File: src/rtl/tmr_slv_pkg.sv
package tmr_slv_pkg;

  typedef enum logic [3:0] {
    SM_FREE      = 4'd0,
    SM_RESTART   = 4'd4,
    SM_GATE      = 4'd5,
    SM_START     = 4'd6,
    SM_EXTCLK    = 4'd7,
    SM_RST_START = 4'd8,
    SM_GATE_CLR  = 4'd9
  } slv_mode_e;

  typedef struct packed {
    logic adv;      // advance the count this cycle
    logic reinit;   // trigger-caused clear
    logic upd_req;  // clear also pulses update
    logic start;    // trigger sets enable
  } slv_ctl_t;

endpackage

File: src/rtl/tmr_trig_edge.sv
module tmr_trig_edge (
  input  logic clk,
  input  logic rst,
  input  logic trig_i,
  output logic lvl_o,
  output logic rise_o,
  output logic fall_o
);

  logic samp_q;
  logic prev_q;

  always_ff @(posedge clk) begin
    if (rst) begin
      samp_q <= 1'b0;
      prev_q <= 1'b0;
    end else begin
      samp_q <= trig_i;
      prev_q <= samp_q;
    end
  end

  assign lvl_o  = samp_q;
  assign rise_o = samp_q & ~prev_q;
  assign fall_o = ~samp_q & prev_q;

  // the level seen by the controls is the input from one edge earlier
  a_r10_sample_delay: assert property (@(posedge clk) disable iff (rst)
    !$past(rst) |-> (lvl_o == $past(trig_i)));

endmodule

File: src/rtl/tmr_mode_dec.sv
module tmr_mode_dec
  import tmr_slv_pkg::*;
(
  input  logic [3:0] mode_i,
  input  logic       en_i,
  input  logic       tick_i,
  input  logic       lvl_i,
  input  logic       rise_i,
  input  logic       fall_i,
  output slv_ctl_t   ctl_o
);

  slv_mode_e mode;
  assign mode = slv_mode_e'(mode_i);

  always_comb begin
    ctl_o = '0;
    unique case (mode)
      SM_FREE: begin
        ctl_o.adv = en_i & tick_i;
      end
      SM_RESTART: begin
        ctl_o.adv     = en_i & tick_i;
        ctl_o.reinit  = rise_i;
        ctl_o.upd_req = rise_i;
      end
      SM_GATE: begin
        ctl_o.adv = en_i & tick_i & lvl_i;
      end
      SM_START: begin
        ctl_o.adv   = en_i & tick_i;
        ctl_o.start = rise_i;
      end
      SM_EXTCLK: begin
        ctl_o.adv = en_i & rise_i;
      end
      SM_RST_START: begin
        ctl_o.adv     = en_i & tick_i;
        ctl_o.reinit  = rise_i;
        ctl_o.upd_req = rise_i;
        ctl_o.start   = rise_i;
      end
      SM_GATE_CLR: begin
        ctl_o.adv    = en_i & tick_i & lvl_i;
        ctl_o.reinit = fall_i;
      end
      default: ctl_o = '0;
    endcase
  end

endmodule

File: src/rtl/tmr_cnt_core.sv
module tmr_cnt_core #(
  parameter int CNT_W = 16
) (
  input  logic             clk,
  input  logic             rst,
  input  logic             adv_i,
  input  logic             reinit_i,
  input  logic             upd_req_i,
  input  logic [CNT_W-1:0] reload_i,
  output logic [CNT_W-1:0] cnt_o,
  output logic             upd_o,
  output logic             wrap_hit_o
);

  localparam logic [CNT_W-1:0] CNT_ONE  = CNT_W'(1);
  localparam logic [CNT_W-1:0] CNT_ZERO = '0;

  logic [CNT_W-1:0] cnt_q;
  logic             upd_q;
  logic             at_limit;

  assign at_limit   = (cnt_q >= reload_i);
  assign wrap_hit_o = adv_i & ~reinit_i & at_limit;

  always_ff @(posedge clk) begin
    if (rst) begin
      cnt_q <= CNT_ZERO;
      upd_q <= 1'b0;
    end else if (reinit_i) begin
      cnt_q <= CNT_ZERO;
      upd_q <= upd_req_i;
    end else if (adv_i) begin
      cnt_q <= at_limit ? CNT_ZERO : cnt_q + CNT_ONE;
      upd_q <= at_limit;
    end else begin
      upd_q <= 1'b0;
    end
  end

  assign cnt_o = cnt_q;
  assign upd_o = upd_q;

  a_r3_wrap_to_zero: assert property (@(posedge clk) disable iff (rst)
    (adv_i && !reinit_i && (cnt_o >= reload_i)) |=> (cnt_o == CNT_ZERO) && upd_o);

  a_r2_step_by_one: assert property (@(posedge clk) disable iff (rst)
    (adv_i && !reinit_i && (cnt_o < reload_i)) |=> (cnt_o == $past(cnt_o) + CNT_ONE) && !upd_o);

  a_r2_hold_idle: assert property (@(posedge clk) disable iff (rst)
    (!adv_i && !reinit_i) |=> $stable(cnt_o) && !upd_o);

endmodule

File: src/rtl/tmr_slave_ctrl.sv
module tmr_slave_ctrl
  import tmr_slv_pkg::*;
#(
  parameter int CNT_W = 16
) (
  input  logic             clk,
  input  logic             rst,
  input  logic [3:0]       mode_i,
  input  logic             tick_i,
  input  logic             trig_i,
  input  logic [CNT_W-1:0] reload_i,
  input  logic             en_set_i,
  input  logic             en_clr_i,
  input  logic             flags_clr_i,
  output logic [CNT_W-1:0] cnt_o,
  output logic             en_o,
  output logic             upd_o,
  output logic             trig_flag_o,
  output logic             wrap_flag_o
);

  logic     lvl, rise, fall;
  logic     en_q, tflag_q, wflag_q;
  logic     wrap_hit;
  slv_ctl_t ctl;

  tmr_trig_edge u_edge (
    .clk    (clk),
    .rst    (rst),
    .trig_i (trig_i),
    .lvl_o  (lvl),
    .rise_o (rise),
    .fall_o (fall)
  );

  tmr_mode_dec u_dec (
    .mode_i (mode_i),
    .en_i   (en_q),
    .tick_i (tick_i),
    .lvl_i  (lvl),
    .rise_i (rise),
    .fall_i (fall),
    .ctl_o  (ctl)
  );

  tmr_cnt_core #(.CNT_W(CNT_W)) u_core (
    .clk        (clk),
    .rst        (rst),
    .adv_i      (ctl.adv),
    .reinit_i   (ctl.reinit),
    .upd_req_i  (ctl.upd_req),
    .reload_i   (reload_i),
    .cnt_o      (cnt_o),
    .upd_o      (upd_o),
    .wrap_hit_o (wrap_hit)
  );

  always_ff @(posedge clk) begin
    if (rst) begin
      en_q    <= 1'b0;
      tflag_q <= 1'b0;
      wflag_q <= 1'b0;
    end else begin
      if (en_set_i || ctl.start) en_q <= 1'b1;
      else if (en_clr_i)         en_q <= 1'b0;

      if (ctl.reinit)       tflag_q <= 1'b1;
      else if (flags_clr_i) tflag_q <= 1'b0;

      if (wrap_hit)         wflag_q <= 1'b1;
      else if (flags_clr_i) wflag_q <= 1'b0;
    end
  end

  assign en_o        = en_q;
  assign trig_flag_o = tflag_q;
  assign wrap_flag_o = wflag_q;

  a_r4_restart_edge: assert property (@(posedge clk) disable iff (rst)
    (mode_i == 4'd4 && rise) |=> (cnt_o == '0) && upd_o && trig_flag_o);

  a_r6_start_sets_en: assert property (@(posedge clk) disable iff (rst)
    (mode_i == 4'd6 && rise) |=> en_o);

  a_r8_restart_start: assert property (@(posedge clk) disable iff (rst)
    (mode_i == 4'd8 && rise) |=> (cnt_o == '0) && upd_o && en_o && trig_flag_o);

  a_r9_fall_clears: assert property (@(posedge clk) disable iff (rst)
    (mode_i == 4'd9 && fall) |=> (cnt_o == '0) && !upd_o && trig_flag_o);

  a_r11_reserved_hold: assert property (@(posedge clk) disable iff (rst)
    (mode_i inside {4'd1, 4'd2, 4'd3, [4'd10:4'd15]}) |=> $stable(cnt_o) && !upd_o);

  a_r12_clr_only: assert property (@(posedge clk) disable iff (rst)
    (en_clr_i && !en_set_i && mode_i != 4'd6 && mode_i != 4'd8) |=> !en_o);

endmodule

File: config.mk
export PLATFORM = sky130hd
export DESIGN_NAME = tmr_slave_ctrl
export DESIGN_NICKNAME = d
export VERILOG_FILES = /design/src/rtl/tmr_slv_pkg.sv /design/src/rtl/tmr_trig_edge.sv /design/src/rtl/tmr_mode_dec.sv /design/src/rtl/tmr_cnt_core.sv /design/src/rtl/tmr_slave_ctrl.sv
export SDC_FILE = /design/constraint.sdc
export NUM_CORES = 1
export LEC_CHECK = 0
export CAP_MARGIN = 0
export CORE_MARGIN = 2
export CORE_UTILIZATION = 37
export CTS_CLUSTER_SIZE = 8
export DETAILED_ROUTE_END_ITERATION = 10
export PLACE_DENSITY_LB_ADDON = 0.1
export SKIP_LAST_GASP = 1
export SYNTH_ARGS = -nofsm -noshare
export SYNTH_HDL_FRONTEND = slang
export SYNTH_SLANG_ARGS = --single-unit
export TNS_END_PERCENT = 30
File: constraint.sdc
create_clock -name clk -period 3.1 [get_ports clk]
set_clock_uncertainty 0.15 [all_clocks]
set_input_delay 0.775 -clock clk [delete_from_list [all_inputs] [get_ports clk]]
set_output_delay 0.775 -clock clk [all_outputs]
set_load 0.03 [all_outputs]
Word-level counts from Yosys, hierarchy flattened
Index checks and enable logic that the tools add are counted.

$lt $le $gt $ge: 1. Bitwise gates (word level): 10. $add $sub $neg: 1. Equality and inequality tests: 6. Muxes and demuxes: 12. Reductions and logical operators: 10.

Operator list (count): 16-bit by 1-bit adder with 16-bit output, second input constant (1); 4-bit by 3-bit equality test with 1-bit output, second input constant (4); 16-bit greater-or-equal comparator (1); 16-bit two-way mux (1); 1-bit two-way mux (9); 4-bit equality test, second input constant (2); 2-bit OR reduction (4); 1-bit AND (7); 2-bit nonzero test (3); 4-bit logical NOT (1); 4-bit OR reduction (1); 1-bit NOT (3); 1-bit case mux with 3 select lines (1); 1-bit case mux with 2 select lines (1); 1-bit logical OR (1).

Logic and storage cells: 47. Flip-flop bits (word level): 22. Output and inout port bits: 20.

Longest topological paths before layout
Word-level depth: 7. Depth in mapped cells: 8. Gate-level depth less buffers: 7.

Cells and area by module
A second synthesis with hierarchy kept.

Cell total of the unflattened synthesis: 188. Area total of the unflattened synthesis: 1554.0 sq um.

Modules (own cells, without submodules): tmr_cnt_core (area an instance 1251.2 sq um, seq. area each 340.3 sq um, cells each 152, instances 1); tmr_mode_dec (area an instance 132.6 sq um, seq. area each 0.0 sq um, cells each 18, instances 1); tmr_slave_ctrl (area an instance 105.1 sq um, seq. area each 60.1 sq um, cells each 12, instances 1); tmr_trig_edge (area an instance 65.1 sq um, seq. area each 40.0 sq um, cells each 6, instances 1).

Worst setup path after synthesis
Ideal clock, no wire load.

Path kind: input-to-reg. From: input reload_i[0]. To: register u_core.cnt_q[14], in the netlist u_core.cnt_o[14]. Data arrival time: 2.442 ns. Stages: 7. Slack: 0.422 ns. Cells stage by stage: ha_1 > nand2b_1 > a2111o_1 > a32o_1 > o21a_1 > clkbuf_1 > a211oi_1.

Cells in the longest elaborated chain, start to end: 2.

RTL lines: start: declaration (RTL line tmr_slave_ctrl.sv:11) `input logic [CNT_W-1:0] reload_i,`; 16-bit greater-or-equal comparator (RTL line tmr_cnt_core.sv:22) `assign at_limit = (cnt_q >= reload_i);`; 16-bit two-way mux (RTL line tmr_cnt_core.sv:33) `cnt_q <= at_limit ? CNT_ZERO : cnt_q + CNT_ONE;`; end signal: assignment (RTL line tmr_cnt_core.sv:33); end: declaration (RTL line tmr_cnt_core.sv:18) `logic [CNT_W-1:0] cnt_q;`.

No other way between the ends. A chain may end at the register's enable or synchronous reset.

Worst setup path in the final report
From: input mode_i[1]. To: register u_core.cnt_q[15], in the netlist u_core.cnt_o[15].

Cells in the longest elaborated chain, start to end: 4. Elaborated cells on any way between the ends: 13.

RTL lines: start: declaration (RTL line tmr_slave_ctrl.sv:8) `input logic [3:0] mode_i,`; 4-bit by 3-bit equality test with 1-bit output or 4-bit equality test (tied branches) (RTL line tmr_mode_dec.sv:18) `unique case (mode)`; 2-bit OR reduction (no line); 1-bit case mux with 2 select lines (RTL line tmr_mode_dec.sv:18); 2-bit OR reduction (no line).

Parallel ways exist; a longest one is shown, timed or not.

==> flow_summary_export.csv <==
group,metric,value,unit
yosys,syn_area,0.00152,mm^2
cells_and_area,stdcell_count,295,
yosys,yosysTopAreaCell,"dfxtp_1",
critical_path,reg2reg_to,"u_core.cnt_o[15]$_SDFFE_PP0N_",
place,gp_congestion,0.812,
global_routing,grt_max_degree,17,
route,routedWlPerCell,13.2,um
clocking,clkSlewWorstSetupHoldPaths,0.08,ns
global_routing,grt_pass1_wl,6420,um
clocking,htreeDepth,1,
timing,tightest_slew,0.570,ns
cells_and_area,final_cell_mix,"clkdlybuf4s50_1 (46), dfxtp_1 (22), inv_1 (21)",
critical_path,critPathSlowestCell,"or4_4",
clocking,clock-sinks,22,
yosys,async_flop_share,0,%
clocking,numCtsBuffers,3,
global_routing,antenna_found_initial,0,
yosys,synth.distinct_cells,40,
cells_and_area,area_delta_synth_final,44.4,%
yosys,netlist.area_leader.share,29.0,%
critical_path,cp_cell_sequence,"clkdlybuf4s50_1 > a21bo_1 > a211o_1 > a211o_1 > or4_4 > a211oi_2",
critical_path,path_common_cell,"a211o_1",
cells_and_area,mostFrequentLayoutCell,"clkdlybuf4s50_1",
run_status,outcome,"finished, final reports clean",
route,top_layer_used,"met4",
critical_path,r2r_slack,0.78,ns
power_and_ir_drop,peakVddDrop,269,uV
clocking,worstSkewPairLatency,0.27,ns
timing,fmax,351,MHz
route,met2_length,1820,um
global_routing,overflow,0,
yosys,ys_top_cells_by_area,"dfxtp_1 (29%), ha_1 (14%), inv_1 (5.2%)",
timing,rsz0062_at_grt,"false",
yosys,ys_seq_area_share,29.0,%
timing,slew_headroom,61.0,%
timing,tns,0,ns
run,drv_cap,0,
hold_path,min_path_type,"reg -> reg",
timing,maxSlewViolCount,0,
cells_and_area,final_layout_size_suffix_gt1_share,8.57,%
yosys,synth_edf_count,0,
yosys,syn_area_per_cell,8.20,um^2
power_and_ir_drop,power_frac_clock,35.3,%
critical_path,reg2reg_depth,5,
route,drc_errors,0,
route,first_pass_iters,4,
place,pre_cts_slack,-0.00400,ns
power_and_ir_drop,p_int,0.000454,W
place,place_inst,291,
timing,setup_ws,0.250,ns
global_routing,grt_use_total,18.4,%
yosys,syn_nets,229,
timing,finalCritPeriodShare,91.9,%
clocking,cts_tree,"yes",
clocking,clock-root-buffer,"clkbuf_8",
floorplan,die_area,0.00463,mm^2
floorplan,start_util,38.2,%
power_and_ir_drop,power_frac_comb,16.2,%
yosys,synthesis.instances,185,
clocking,clockBufferDepth,2,
power_and_ir_drop,swShare,23.6,%
global_routing,grt_pass1_vias,1439,
critical_path,critPathRequiredTime,3.14,ns
floorplan,coreArea,0.00397,mm^2
place,dp_hpwl,3070,um
route,vias_per_cell,5.22,
route,via_count,1539,
critical_path,timing.rr.start,"u_core.cnt_o[2]$_SDFFE_PP0N_",
clocking,cts_hold_buf,0,
place,portBuffers,46,
cells_and_area,fin_nets,290,
timing,period_needed,2.85,ns
critical_path,slowest_delay,0.54,ns
power_and_ir_drop,switchingPower,0.000141,W
route,routed_wl,3900,um
cells_and_area,antennaDiodeCount,0,
clocking,post-cts-setup-buffer-count,0,
critical_path,cp-end-kind,"register",
power_and_ir_drop,p_per_area,272,mW/mm^2
floorplan,ios,47,
clocking,postCtsResizedCells,0,
critical_path,crit_type,"in -> reg",
floorplan,die_w,68.0,um
route,met3_length,135,um
yosys,synth_seq_cells,22,
critical_path,crit_fanout,8,
floorplan,placementRows,23,
timing,hold_viol_final,0,
critical_path,cp_data_arrival_time,2.89,ns
route,drt.antenna.violating_nets,0,
power_and_ir_drop,pwr-share-seq,48.5,%
hold_path,hold_depth,2,
route,dr.first_iter.drc_count,35,
yosys,synth_ff_type,"dfxtp_1",
route,met1_length,1910,um
critical_path,startpoint_type,"primary input",
critical_path,crit_path_start,"mode_i[1]",
timing,setup_viol,0,
critical_path,crit_end,"u_core.cnt_o[15]$_SDFFE_PP0N_",
yosys,ys_warn_count,0,
power_and_ir_drop,leakage,0.862,nW
floorplan,fp.dieH,68.0,um
## routing by layer
layer	vias to the layer above	global-route usage, %
met4	0	4.25
li1	803	-
met2	31	31.7
met1	701	23.3
met3	4	3.95
met5	-	0
## cell type report
class | count | area (um^2)
Tap cell | 50 | 62.6
Multi-Input combinational cell | 138 | 975
Inverter | 21 | 78.8
Clock buffer | 4 | 55.1
Sequential cell | 22 | 440
Fill cell | 395 | 1780
Timing Repair Buffer | 60 | 578
## power by group through the flow
| stage | Sequential, W | Clock, W | Combinational [W] |
|---|---|---|---|
| final | 0.000289 | 0.000210 | 0.0000966 |
| after global routing | 0.000289 | 0.000231 | 0.000106 |
| after CTS | 0.000288 | 0.000213 | 0.0000968 |
| after detailed placement | 0.000295 | 0 | 0.0000965 |
| after global placement | 0.000295 | 0 | 0.0000959 |
| after floorplan | 0.000299 | 0 | 0.0000352 |
## critical path: cells and delay by family
| family | cells | cell delay, ns |
|---|---|---|
| AO/OA/AOI/OAI | 4 | 1.11 |
| AND/OR/NAND/NOR | 1 | 0.54 |
| buffers and inverters | 1 | 0.47 |
## cells by family (layout without fill, tap and decap cells)
group / count (synthesis) / in the layout / synth area share (%)
AND/OR/NAND/NOR: 60 / 60 / 21.7
AO/OA/AOI/OAI: 52 / 52 / 23.3
buffers and inverters: 25 / 85 / 6.68
flip-flops: 22 / 22 / 29.0
adder cells (fa/ha/maj): 17 / 17 / 14.0
XOR/XNOR: 8 / 8 / 4.62
multiplexers: 1 / 1 / 0.660
## metrics by stage
stage	utilization [%]	hold WS (ns)	cell area [um^2]	power [W]
floorplan	-	0.327	1520	0.000334
global placement	53.7	0.318	2130	0.000391
detailed placement	53.7	0.316	2130	0.000392
CTS	55.1	0.329	2190	0.000598
global route	55.1	0.364	2190	0.000626
finish	55.1	0.326	2190	0.000595
## registers in the layout, indices dropped and copies added, names as in the netlist
| signal | count |
|---|---|
| en_o | 1 |
| u_core.upd_o | 1 |
| u_edge.lvl_o | 1 |
| u_core.cnt_o | 16 |
| trig_flag_o | 1 |
| wrap_flag_o | 1 |
| u_edge.prev_q | 1 |
## cells in the mapped netlist (2+ instances only)
library cell,count
a2111oi_0,2
a211o_1,2
a211oi_1,10
a21oi_1,13
and3_1,2
clkbuf_1,2
dfxtp_1,22
ha_1,17
inv_1,21
nand2_1,11
nand2b_1,6
nand3_1,8
nand4_1,5
nor2_1,6
nor2b_1,2
nor3_1,7
o211ai_1,2
o21ai_0,11
o31ai_1,4
or3_1,4
or4_1,3
xnor2_1,6
xor2_1,2
## worst min path at each step
stage | from | end
2_1_floorplan | u_edge.lvl_o$_SDFF_PP0_ | en_o$_SDFFE_PP0P_
3_3_place_gp | wrap_flag_o$_SDFFE_PP0P_ | wrap_flag_o$_SDFFE_PP0P_
3_5_place_dp | trig_flag_o$_SDFFE_PP0P_ | trig_flag_o$_SDFFE_PP0P_
4_1_cts | trig_flag_o$_SDFFE_PP0P_ | trig_flag_o$_SDFFE_PP0P_
5_1_grt | trig_flag_o$_SDFFE_PP0P_ | trig_flag_o$_SDFFE_PP0P_
6_report | trig_flag_o$_SDFFE_PP0P_ | trig_flag_o$_SDFFE_PP0P_
Power figures use the tool's default switching activity.
